`config.mk`:
```
export PLATFORM = sky130hd
export DESIGN_NAME = nv_xfer_ctrl
export DESIGN_NICKNAME = d
export VERILOG_FILES = /design/src/rtl/nv_xfer_pkg.sv /design/src/rtl/nv_supply_edge.sv /design/src/rtl/nv_phase_timer.sv /design/src/rtl/nv_flag_track.sv /design/src/rtl/nv_xfer_ctrl.sv
export SDC_FILE = /design/constraint.sdc
export NUM_CORES = 1
export LEC_CHECK = 0
export BUFFER_PORTS_ARGS = -buffer_cell sky130_fd_sc_hd__buf_2
export CAP_MARGIN = 25
export CORE_MARGIN = 3
export CORE_UTILIZATION = 60
export CTS_CLUSTER_SIZE = 24
export DETAILED_ROUTE_END_ITERATION = 8
export GPL_ROUTABILITY_DRIVEN = 0
export PLACE_DENSITY_LB_ADDON = 0.12
export REMOVE_ABC_BUFFERS = 1
export SLEW_MARGIN = 20
export SYNTH_ARGS = -nofsm -noshare
export SYNTH_HDL_FRONTEND = slang
export SYNTH_HIERARCHICAL = 1
export SYNTH_SLANG_ARGS = --single-unit
export TNS_END_PERCENT = 30
```
`constraint.sdc`:
```
create_clock -name clk_i -period 6.36 [get_ports clk_i]
set_input_delay 1.272 -clock clk_i [delete_from_list [all_inputs] [get_ports clk_i]]
set_output_delay 1.272 -clock clk_i [all_outputs]
set_load 0.01 [all_outputs]
```
`src/rtl/nv_xfer_pkg.sv`:
```
package nv_xfer_pkg;

  typedef enum logic [2:0] {
    ST_IDLE,
    ST_GRACE,
    ST_ERASE,
    ST_PROG,
    ST_CLEAR,
    ST_COPY,
    ST_DONE
  } nv_state_e;

  typedef enum logic [1:0] {
    K_AUTO_SAVE,
    K_SW_SAVE,
    K_PU_RST,
    K_SW_RST
  } nv_kind_e;

  function automatic int max2(input int a, input int b);
    return (a > b) ? a : b;
  endfunction

endpackage

```
`src/rtl/nv_supply_edge.sv`:
```
module nv_supply_edge (
  input  logic clk_i,
  input  logic rst_ni,
  input  logic pwr_ok_i,
  output logic rise_o,
  output logic fall_o
);

  logic pwr_q;

  // reset value 0: supply already good at reset release counts as a rise
  always_ff @(posedge clk_i or negedge rst_ni) begin
    if (!rst_ni) pwr_q <= 1'b0;
    else         pwr_q <= pwr_ok_i;
  end

  assign rise_o = pwr_ok_i & ~pwr_q;
  assign fall_o = ~pwr_ok_i & pwr_q;

endmodule

```
`src/rtl/nv_phase_timer.sv`:
```
module nv_phase_timer #(
  parameter int CW = 8
) (
  input  logic          clk_i,
  input  logic          rst_ni,
  input  logic          load_i,
  input  logic [CW-1:0] len_i,
  output logic          last_o
);

  logic [CW-1:0] cnt_q;

  always_ff @(posedge clk_i or negedge rst_ni) begin
    if (!rst_ni)            cnt_q <= '0;
    else if (load_i)        cnt_q <= len_i - CW'(1);
    else if (cnt_q != '0)   cnt_q <= cnt_q - CW'(1);
  end

  assign last_o = (cnt_q == '0);

  AST_LEN_NONZERO: assert property (@(posedge clk_i) disable iff (!rst_ni)
    load_i |-> (len_i != '0));

endmodule

```
`src/rtl/nv_flag_track.sv`:
```
module nv_flag_track (
  input  logic clk_i,
  input  logic rst_ni,
  input  logic set_dirty_i,
  input  logic clr_dirty_i,
  input  logic set_pend_i,
  input  logic clr_pend_i,
  output logic dirty_o,
  output logic pend_o
);

  always_ff @(posedge clk_i or negedge rst_ni) begin
    if (!rst_ni) begin
      dirty_o <= 1'b0;
      pend_o  <= 1'b0;
    end else begin
      if (clr_dirty_i)      dirty_o <= 1'b0;
      else if (set_dirty_i) dirty_o <= 1'b1;
      if (set_pend_i)       pend_o  <= 1'b1;
      else if (clr_pend_i)  pend_o  <= 1'b0;
    end
  end

  AST_DIRTY_CLEARS: assert property (@(posedge clk_i) disable iff (!rst_ni)
    clr_dirty_i |=> !dirty_o);
  AST_PEND_HOLDS: assert property (@(posedge clk_i) disable iff (!rst_ni)
    (pend_o && !clr_pend_i) |=> pend_o);

endmodule

```
`src/rtl/nv_xfer_ctrl.sv`:
```
module nv_xfer_ctrl
  import nv_xfer_pkg::*;
#(
  parameter int GRACE_CYC  = 125,
  parameter int ERASE_CYC  = 600000,
  parameter int PROG_CYC   = 650000,
  parameter int CLR_CYC    = 64,
  parameter int SW_RST_CYC = 2500,
  parameter int PU_RST_CYC = 81250
) (
  input  logic clk_i,
  input  logic rst_ni,
  input  logic pwr_ok_i,
  input  logic sw_save_i,
  input  logic sw_restore_i,
  input  logic wr_done_i,
  output logic busy_o,
  output logic bus_block_o,
  output logic clr_o,
  output logic copy_o,
  output logic erase_o,
  output logic prog_o
);

  localparam int MaxLen = max2(max2(max2(GRACE_CYC, ERASE_CYC), max2(PROG_CYC, CLR_CYC)),
                               max2(SW_RST_CYC, PU_RST_CYC));
  localparam int CW = $clog2(MaxLen + 1);

  nv_state_e     st_q, st_d;
  nv_kind_e      kind_q, kind_d;
  logic          accept, abort, aborted_q;
  logic          rise, fall, dirty, pend;
  logic          tmr_last, tmr_load;
  logic [CW-1:0] tmr_len;

  nv_supply_edge u_edge (
    .clk_i    (clk_i),
    .rst_ni   (rst_ni),
    .pwr_ok_i (pwr_ok_i),
    .rise_o   (rise),
    .fall_o   (fall)
  );

  always_comb begin
    st_d   = st_q;
    kind_d = kind_q;
    accept = 1'b0;
    abort  = 1'b0;
    case (st_q)
      ST_IDLE: begin
        if (fall && dirty) begin
          st_d = ST_GRACE;  kind_d = K_AUTO_SAVE; accept = 1'b1;
        end else if (pwr_ok_i && (rise || pend)) begin
          st_d = ST_CLEAR;  kind_d = K_PU_RST;    accept = 1'b1;
        end else if (pwr_ok_i && sw_save_i) begin
          st_d = ST_ERASE;  kind_d = K_SW_SAVE;   accept = 1'b1;
        end else if (pwr_ok_i && sw_restore_i) begin
          st_d = ST_CLEAR;  kind_d = K_SW_RST;    accept = 1'b1;
        end
      end
      ST_GRACE: if (tmr_last) st_d = ST_ERASE;
      ST_ERASE, ST_PROG: begin
        if (kind_q == K_SW_SAVE && !pwr_ok_i) begin
          st_d  = ST_DONE;
          abort = 1'b1;
        end else if (tmr_last) begin
          st_d = (st_q == ST_ERASE) ? ST_PROG : ST_DONE;
        end
      end
      ST_CLEAR: if (tmr_last) st_d = ST_COPY;
      ST_COPY:  if (tmr_last) st_d = ST_DONE;
      default:  st_d = ST_IDLE;
    endcase
  end

  always_comb begin
    case (st_d)
      ST_GRACE: tmr_len = CW'(GRACE_CYC);
      ST_ERASE: tmr_len = CW'(ERASE_CYC);
      ST_PROG:  tmr_len = CW'(PROG_CYC);
      ST_CLEAR: tmr_len = CW'(CLR_CYC);
      ST_COPY:  tmr_len = (kind_d == K_PU_RST) ? CW'(PU_RST_CYC) : CW'(SW_RST_CYC);
      default:  tmr_len = CW'(1);
    endcase
  end

  assign tmr_load = (st_d != st_q);

  nv_phase_timer #(.CW(CW)) u_timer (
    .clk_i  (clk_i),
    .rst_ni (rst_ni),
    .load_i (tmr_load),
    .len_i  (tmr_len),
    .last_o (tmr_last)
  );

  nv_flag_track u_flags (
    .clk_i       (clk_i),
    .rst_ni      (rst_ni),
    .set_dirty_i (wr_done_i && st_q == ST_IDLE),
    .clr_dirty_i (st_q == ST_DONE && !aborted_q),
    .set_pend_i  ((sw_restore_i && st_q == ST_IDLE && !pwr_ok_i) ||
                  (rise && st_q != ST_IDLE)),
    .clr_pend_i  (accept && kind_d == K_PU_RST),
    .dirty_o     (dirty),
    .pend_o      (pend)
  );

  always_ff @(posedge clk_i or negedge rst_ni) begin
    if (!rst_ni) begin
      st_q      <= ST_IDLE;
      kind_q    <= K_AUTO_SAVE;
      aborted_q <= 1'b0;
    end else begin
      st_q   <= st_d;
      kind_q <= kind_d;
      if (abort)                aborted_q <= 1'b1;
      else if (st_q == ST_DONE) aborted_q <= 1'b0;
    end
  end

  assign busy_o      = (st_q != ST_IDLE) || accept;
  assign bus_block_o = (st_q != ST_IDLE && st_q != ST_GRACE) || (accept && st_d != ST_GRACE);
  assign clr_o       = (st_q == ST_CLEAR);
  assign copy_o      = (st_q == ST_COPY);
  assign erase_o     = (st_q == ST_ERASE);
  assign prog_o      = (st_q == ST_PROG);

  AST_STROBE_ONEHOT: assert property (@(posedge clk_i) disable iff (!rst_ni)
    $onehot0({clr_o, copy_o, erase_o, prog_o}));
  AST_STROBE_IN_BUSY: assert property (@(posedge clk_i) disable iff (!rst_ni)
    (clr_o || copy_o || erase_o || prog_o) |-> (busy_o && bus_block_o));
  AST_PROG_AFTER_ERASE: assert property (@(posedge clk_i) disable iff (!rst_ni)
    $rose(prog_o) |-> $past(erase_o));
  AST_COPY_AFTER_CLEAR: assert property (@(posedge clk_i) disable iff (!rst_ni)
    $rose(copy_o) |-> $past(clr_o));
  AST_SW_SAVE_ABORT: assert property (@(posedge clk_i) disable iff (!rst_ni)
    ((erase_o || prog_o) && kind_q == K_SW_SAVE && !pwr_ok_i) |=> (!erase_o && !prog_o && busy_o));
  AST_RESTORE_RUNS: assert property (@(posedge clk_i) disable iff (!rst_ni)
    (copy_o && !tmr_last) |=> copy_o);
  AST_AUTO_SAVE_RUNS: assert property (@(posedge clk_i) disable iff (!rst_ni)
    (erase_o && kind_q == K_AUTO_SAVE && !tmr_last) |=> erase_o);

endmodule

```
* Word-level counts from Yosys, hierarchy flattened *
Cells that the tools add are included.

storage, ports and cells
  flip-flop bits (word level) = 29
  input port bits = 6
  output and inout bits = 6
  logic and storage cells = 90

operators by class
  $add $sub $neg = 2
  equality and inequality tests = 16
  mux-type cells = 33
  bitwise operators = 4
  reduce and logical (&&, ||, !) cells = 28

operators with widths
  cell                                                   count
  case mux 20 bit (5 select lines)                       1
  two-way mux 20 bit                                     2
  subtractor 20 x 1 -> 20 bit, second input constant     2
  two-way mux 3 bit                                      10
  logical NOT 20 bit                                     1
  nonzero test 20 bit                                    1
  two-way mux 17 bit                                     1
  equality test 3 bit, second input constant             5
  case mux 3 bit (5 select lines)                        1
  logical AND 1 bit                                      13
  two-way mux 1 bit                                      13
  equality test 3 x 2 -> 1 bit, second input constant    4
  two-way mux 2 bit                                      5
  nonzero test 2 bit                                     4
  equality test 3 x 1 -> 1 bit, second input constant    2
  inequality test 3 x 1 -> 1 bit, second input constant  2
  logical OR 1 bit                                       4
  logical NOT 3 bit                                      1
  inequality test 3 bit                                  1
  nonzero test 3 bit                                     1
  AND 1 bit                                              2
  equality test 2 x 1 -> 1 bit, second input constant    1
  equality test 2 bit, second input constant             1
  logical NOT 1 bit                                      2
  other kinds (2)                                        3

* Depth between registers and ports, before layout *
  depth in word-level cells = 12
  mapped depth = 19
  mapped depth without buffers = 14

* By module *
The synthesis kept the hierarchy.

by module, submodules not included
  module          times used  cells an instance  area an instance (sq um)
  nv_phase_timer  1           158                1418.9
  nv_xfer_ctrl    1           99                 762.0
  nv_flag_track   1           6                  68.8
  nv_supply_edge  1           3                  40.0

* Worst setup path after synthesis *
OpenSTA, ideal clock, no wires.

  path kind = input-to-reg
  from = input port pwr_ok_i
  to = register u_timer.cnt_q[16]
  library setup time = 0.136 ns
  arrival = 4.999 ns
  required time = 6.224 ns
  path slack = 1.224 ns
  cell stages on the path = 15
  path buffers = 4
  cells stage by stage = nor2b_1 and4bb_2 nor2_1 a2bb2oi_1 o21ai_0 clkbuf_1 clkbuf_1 buf_1 buf_2 mux2i_1 ha_1 o221ai_1 nor4b_2 a21o_1 a21oi_1

RTL lines
  what                                                             line                                      text
  from (decl)                                                      nv_xfer_ctrl.sv:13                        input logic pwr_ok_i,
  logical AND 1 bit / AND 1 bit (equally long branches)            nv_xfer_ctrl.sv:57, nv_supply_edge.sv:17
  two-way mux 3 bit / logical OR 1 bit (equally long branches)     nv_xfer_ctrl.sv:57, nv_xfer_ctrl.sv:53
  two-way mux 3 bit / logical AND 1 bit (equally long branches)    nv_xfer_ctrl.sv:55, nv_xfer_ctrl.sv:53
  two-way mux 3 bit                                                nv_xfer_ctrl.sv:53                        end else if (pwr_ok_i && (rise || pend)) begin
  two-way mux 3 bit                                                nv_xfer_ctrl.sv:51                        if (fall && dirty) begin
  case mux 3 bit (5 select lines) *                                nv_xfer_ctrl.sv:49                        case (st_q)
  inequality test 3 bit *                                          nv_xfer_ctrl.sv:87                        assign tmr_load = (st_d != st_q);
  net tmr_load                                                     nv_xfer_ctrl.sv:33                        logic tmr_last, tmr_load;
  two-way mux 20 bit / nonzero test 2 bit (equally long branches)  -
  to (signal assigned)                                             nv_phase_timer.sv:15                      else if (load_i) cnt_q <= len_i - CW'(1);
  to (signal assigned)                                             nv_phase_timer.sv:16                      else if (cnt_q != '0) cnt_q <= cnt_q - CW'(1);
  to (decl)                                                        nv_phase_timer.sv:11                      logic [CW-1:0] cnt_q;

The timed path passes the listed nets; every way through them passes the cells marked *.
A chain may end at the register's enable or synchronous reset.

* Final worst setup path *
  from = input port pwr_ok_i
  to = register u_timer.cnt_q[15]

RTL lines
  what                                                             line                  text
  AND 1 bit *                                                      nv_supply_edge.sv:17  assign rise_o = pwr_ok_i & ~pwr_q;
  net rise                                                         nv_xfer_ctrl.sv:32    logic rise, fall, dirty, pend;
  logical OR 1 bit *                                               nv_xfer_ctrl.sv:53
  logical AND 1 bit *                                              nv_xfer_ctrl.sv:53
  two-way mux 3 bit *                                              nv_xfer_ctrl.sv:53
  two-way mux 3 bit *                                              nv_xfer_ctrl.sv:51
  case mux 3 bit (5 select lines) *                                nv_xfer_ctrl.sv:49
  inequality test 3 bit *                                          nv_xfer_ctrl.sv:87
  net tmr_load                                                     nv_xfer_ctrl.sv:33
  two-way mux 20 bit / nonzero test 2 bit (equally long branches)  -

Marks and branches as above.

==> metrics.yaml <==
cells_and_area:
  fillCellCount: 271
  final_common_cell: "dfrtp_1"
  fin_util_pct: 71.3
  drive_gt1_share_pct: 15.2
  layout.nets: 282
  final_cell_mix: "dfrtp_1 (29), nor2_1 (23), nand2_1 (17), a21oi_1 (16), mux2i_1 (13)"
  antenna_cells: 0
  area_growth_pct: 8.85
synthesis:
  synth_ff_type: "dfrtp_1"
  synth-seq-cells: 29
  synthCells: 266
  syn_area_mm2: 0.00229
  synth_async_sr_flop_share_pct: 100
  ys_types: 66
  syn_avg_cell_area_um2: 8.61
  synth_edf_count: 0
  ys_seq_area_share_pct: 31.7
  yosys_warnings: 6
floorplanning:
  placementRows: 21
  initial_utilization_pct: 65.5
  core_area_mm2: 0.00349
  die_h_um: 67.8
  dieArea_mm2: 0.00459
  io_pins: 12
  die_w_um: 67.8
sta:
  fmax_mhz: 207
  worst_slew_pin_slew_ns: 0.810
  skew_ns: 0.00497
  slew_viol_final: 0
  worst_slack_ns: 1.54
  fin_crit_ns: 4.82
  slew_headroom_pct: 46.0
  period_share_pct: 75.8
  finalSetupViolCount: 0
  timing.hold.ws_ns: 0.511
  hold_violations: 0
  grt_setup_unrepaired: "false"
global_route:
  grt_max_degree: 45
  grt_pass1_vias: 1752
  overflow: 0
  grt.total_usage_pct: 25.8
  antenna_found_initial: 0
  grt_pass1_wl_um: 8870
power:
  p_total_mw: 0.903
  p_comb_share_pct: 43.8
  switchingPower_mw: 0.367
  p_leak_nw: 0.944
  internal_power_mw: 0.536
  swShare_pct: 40.7
  peakVddDrop_mv: 0.232
  seq_power_share_pct: 37.9
  powerDensity_mw_per_mm2: 362
  clkPwrFrac_pct: 18.3
critical_path:
  critPathMostFrequentCell: "or4_1"
  cpPeakStageDelay_ns: 0.74
  worstPathArrival_ns: 5.04
  critPathRequiredTime_ns: 6.58
  cp.buffers_inverters: 1
  crit_type: "input port to flop"
  worstSetupStartpointType: "input port"
  crit_path_cell_trace: "buf_2 > nor2b_1 > and4bb_2 > nor2_1 > a2bb2oi_1 > o21ai_4 > or4_1 > a222oi_1 > nand2_2 > or4_1 > nand2_1"
  path_max_fanout: 23
  cp_slowest_cell: "a222oi_1"
  cp_top_family: "simple AND/OR/NAND/NOR gates"
  end_kind: "flop"
drt:
  wl_per_cell_um: 16.4
  drtIter0Drc: 244
  ant_nets: 0
  via_per_inst: 6.36
  drtPass1Iterations: 5
  drc: 0
  totalWireLength_um: 5270
  vias: 2047
clocking:
  cts.clk_slew.worst_paths_ns: 0.06
  post_cts_buffers: 0
  root_buffer: "clkbuf_8"
  worstSkewPairLatency_ns: 0.28
  clk_path_buf_depth: 2
  cts_buffers: 5
  cts_resized: 0
  htreeDepth: 2
  cts_hold_buf: 0
  cts_tree: "built"
  cts.sinks: 29
placed_design:
  io_buffers: 11
  pre_cts_ws_ns: 1.08
  hpwl_um: 3780
status:
  outcome: "complete, no violations"
worst_hold_path:
  hold_path.class: "flop to flop"
run:
  max-cap-violations: 0
cell families (layout without fill, tap and decap cells):
family                     Yosys count  in the layout  synth area share, %
AOI/OAI and AO/OA                   65             65                 19.5
xor gates and xnor gates            17             17                 6.50
DFF                                 29             29                 31.7
adders and majority gates            1              1                0.546
and+or+nand+nor                    116            116                 30.4
muxes                               16             16                 7.16
other                                1              2                0.164
buffers and inverters               21             30                 3.99
flip-flops by register name, indices dropped and copies added (netlist names):
| register | cells |
|---|---|
| u_flags/dirty_o | 1 |
| u_flags/pend_o | 1 |
| kind_q | 2 |
| u_timer/cnt_q | 20 |
| aborted_q | 1 |
| st_q | 3 |
| u_edge/pwr_q | 1 |
cell usage after synthesis, types with 6 or more instances:
cell,number,area share [%]
dfrtp_1,29,32
nor2_1,23,3.8
nand2_1,17,2.8
a21oi_1,16,3.5
mux2i_1,13,5.7
nor3_1,12,2.6
o21ai_0,11,2.4
xnor2_1,11,4.2
inv_1,10,1.6
nand3_1,8,1.7
nor3b_1,6,2.0
xor2_1,6,2.3
through the flow:
step	cell area, um^2	TNS [ns]	std cells
final	2490	0	322
after global routing	2490	0	322
after CTS	2460	0	321
after detailed placement	2360	0	313
after global placement	2360	0	313
after floorplan	2240	-1.70	256
path summary, 6_finish.rpt:
check                            startpoint  slack [ns]  cells past startpoint                end
max                                pwr_ok_i        1.54                     11  u_timer/cnt_q[15]
min                               aborted_q        0.51                      2          aborted_q
max reg2reg                u_timer/cnt_q[5]        1.73                     13  u_timer/cnt_q[15]
min reg2reg                       aborted_q        0.51                      2          aborted_q
max in group asynchronous            rst_ni        4.92                      1  u_timer/cnt_q[17]
min in group asynchronous            rst_ni        1.02                      1       u_edge/pwr_q
worst reg2reg max path, delay by kind of cell, from the launching register on:
kind                   cells  cell delay (ns)
AND/OR/NAND/NOR            8             2.57
flip-flops                 1             0.43
AO/OA/AOI/OAI              4             1.25
buffers and inverters      1             0.32
area by class of cell:
cell class | count | area, um^2 | share of cell area, %
inverters | 10 | 37.5 | 1.51
clock inverters | 1 | 5.00 | 0.201
clock buffers | 7 | 96.3 | 3.87
well taps | 46 | 57.6 | 2.31
multi-input cells | 217 | 1490 | 59.7
repair buffers | 12 | 82.6 | 3.31
flip-flops and latches | 29 | 726 | 29.1
routing by layer:
metal  track usage, %  share of wire, %  wire (um)  vias to the layer above
li1                 -                 -          -                      996
met1             41.1                49       2600                      972
met2             36.0                43       2280                       77
met3             4.49               7.1        373                        2
met4             5.46              0.19         10                        0
met5                0                 0          0                        -
power groups by stage:
stage / combinational (mW) / sequential [mW] / clock (mW)
after CTS: 0.389 / 0.339 / 0.170
after detailed placement: 0.384 / 0.341 / 0
after floorplan: 0.314 / 0.315 / 0
after global routing: 0.447 / 0.350 / 0.180
final: 0.395 / 0.342 / 0.166
after global placement: 0.375 / 0.342 / 0
Note: power is estimated with default switching activity, not from simulation.
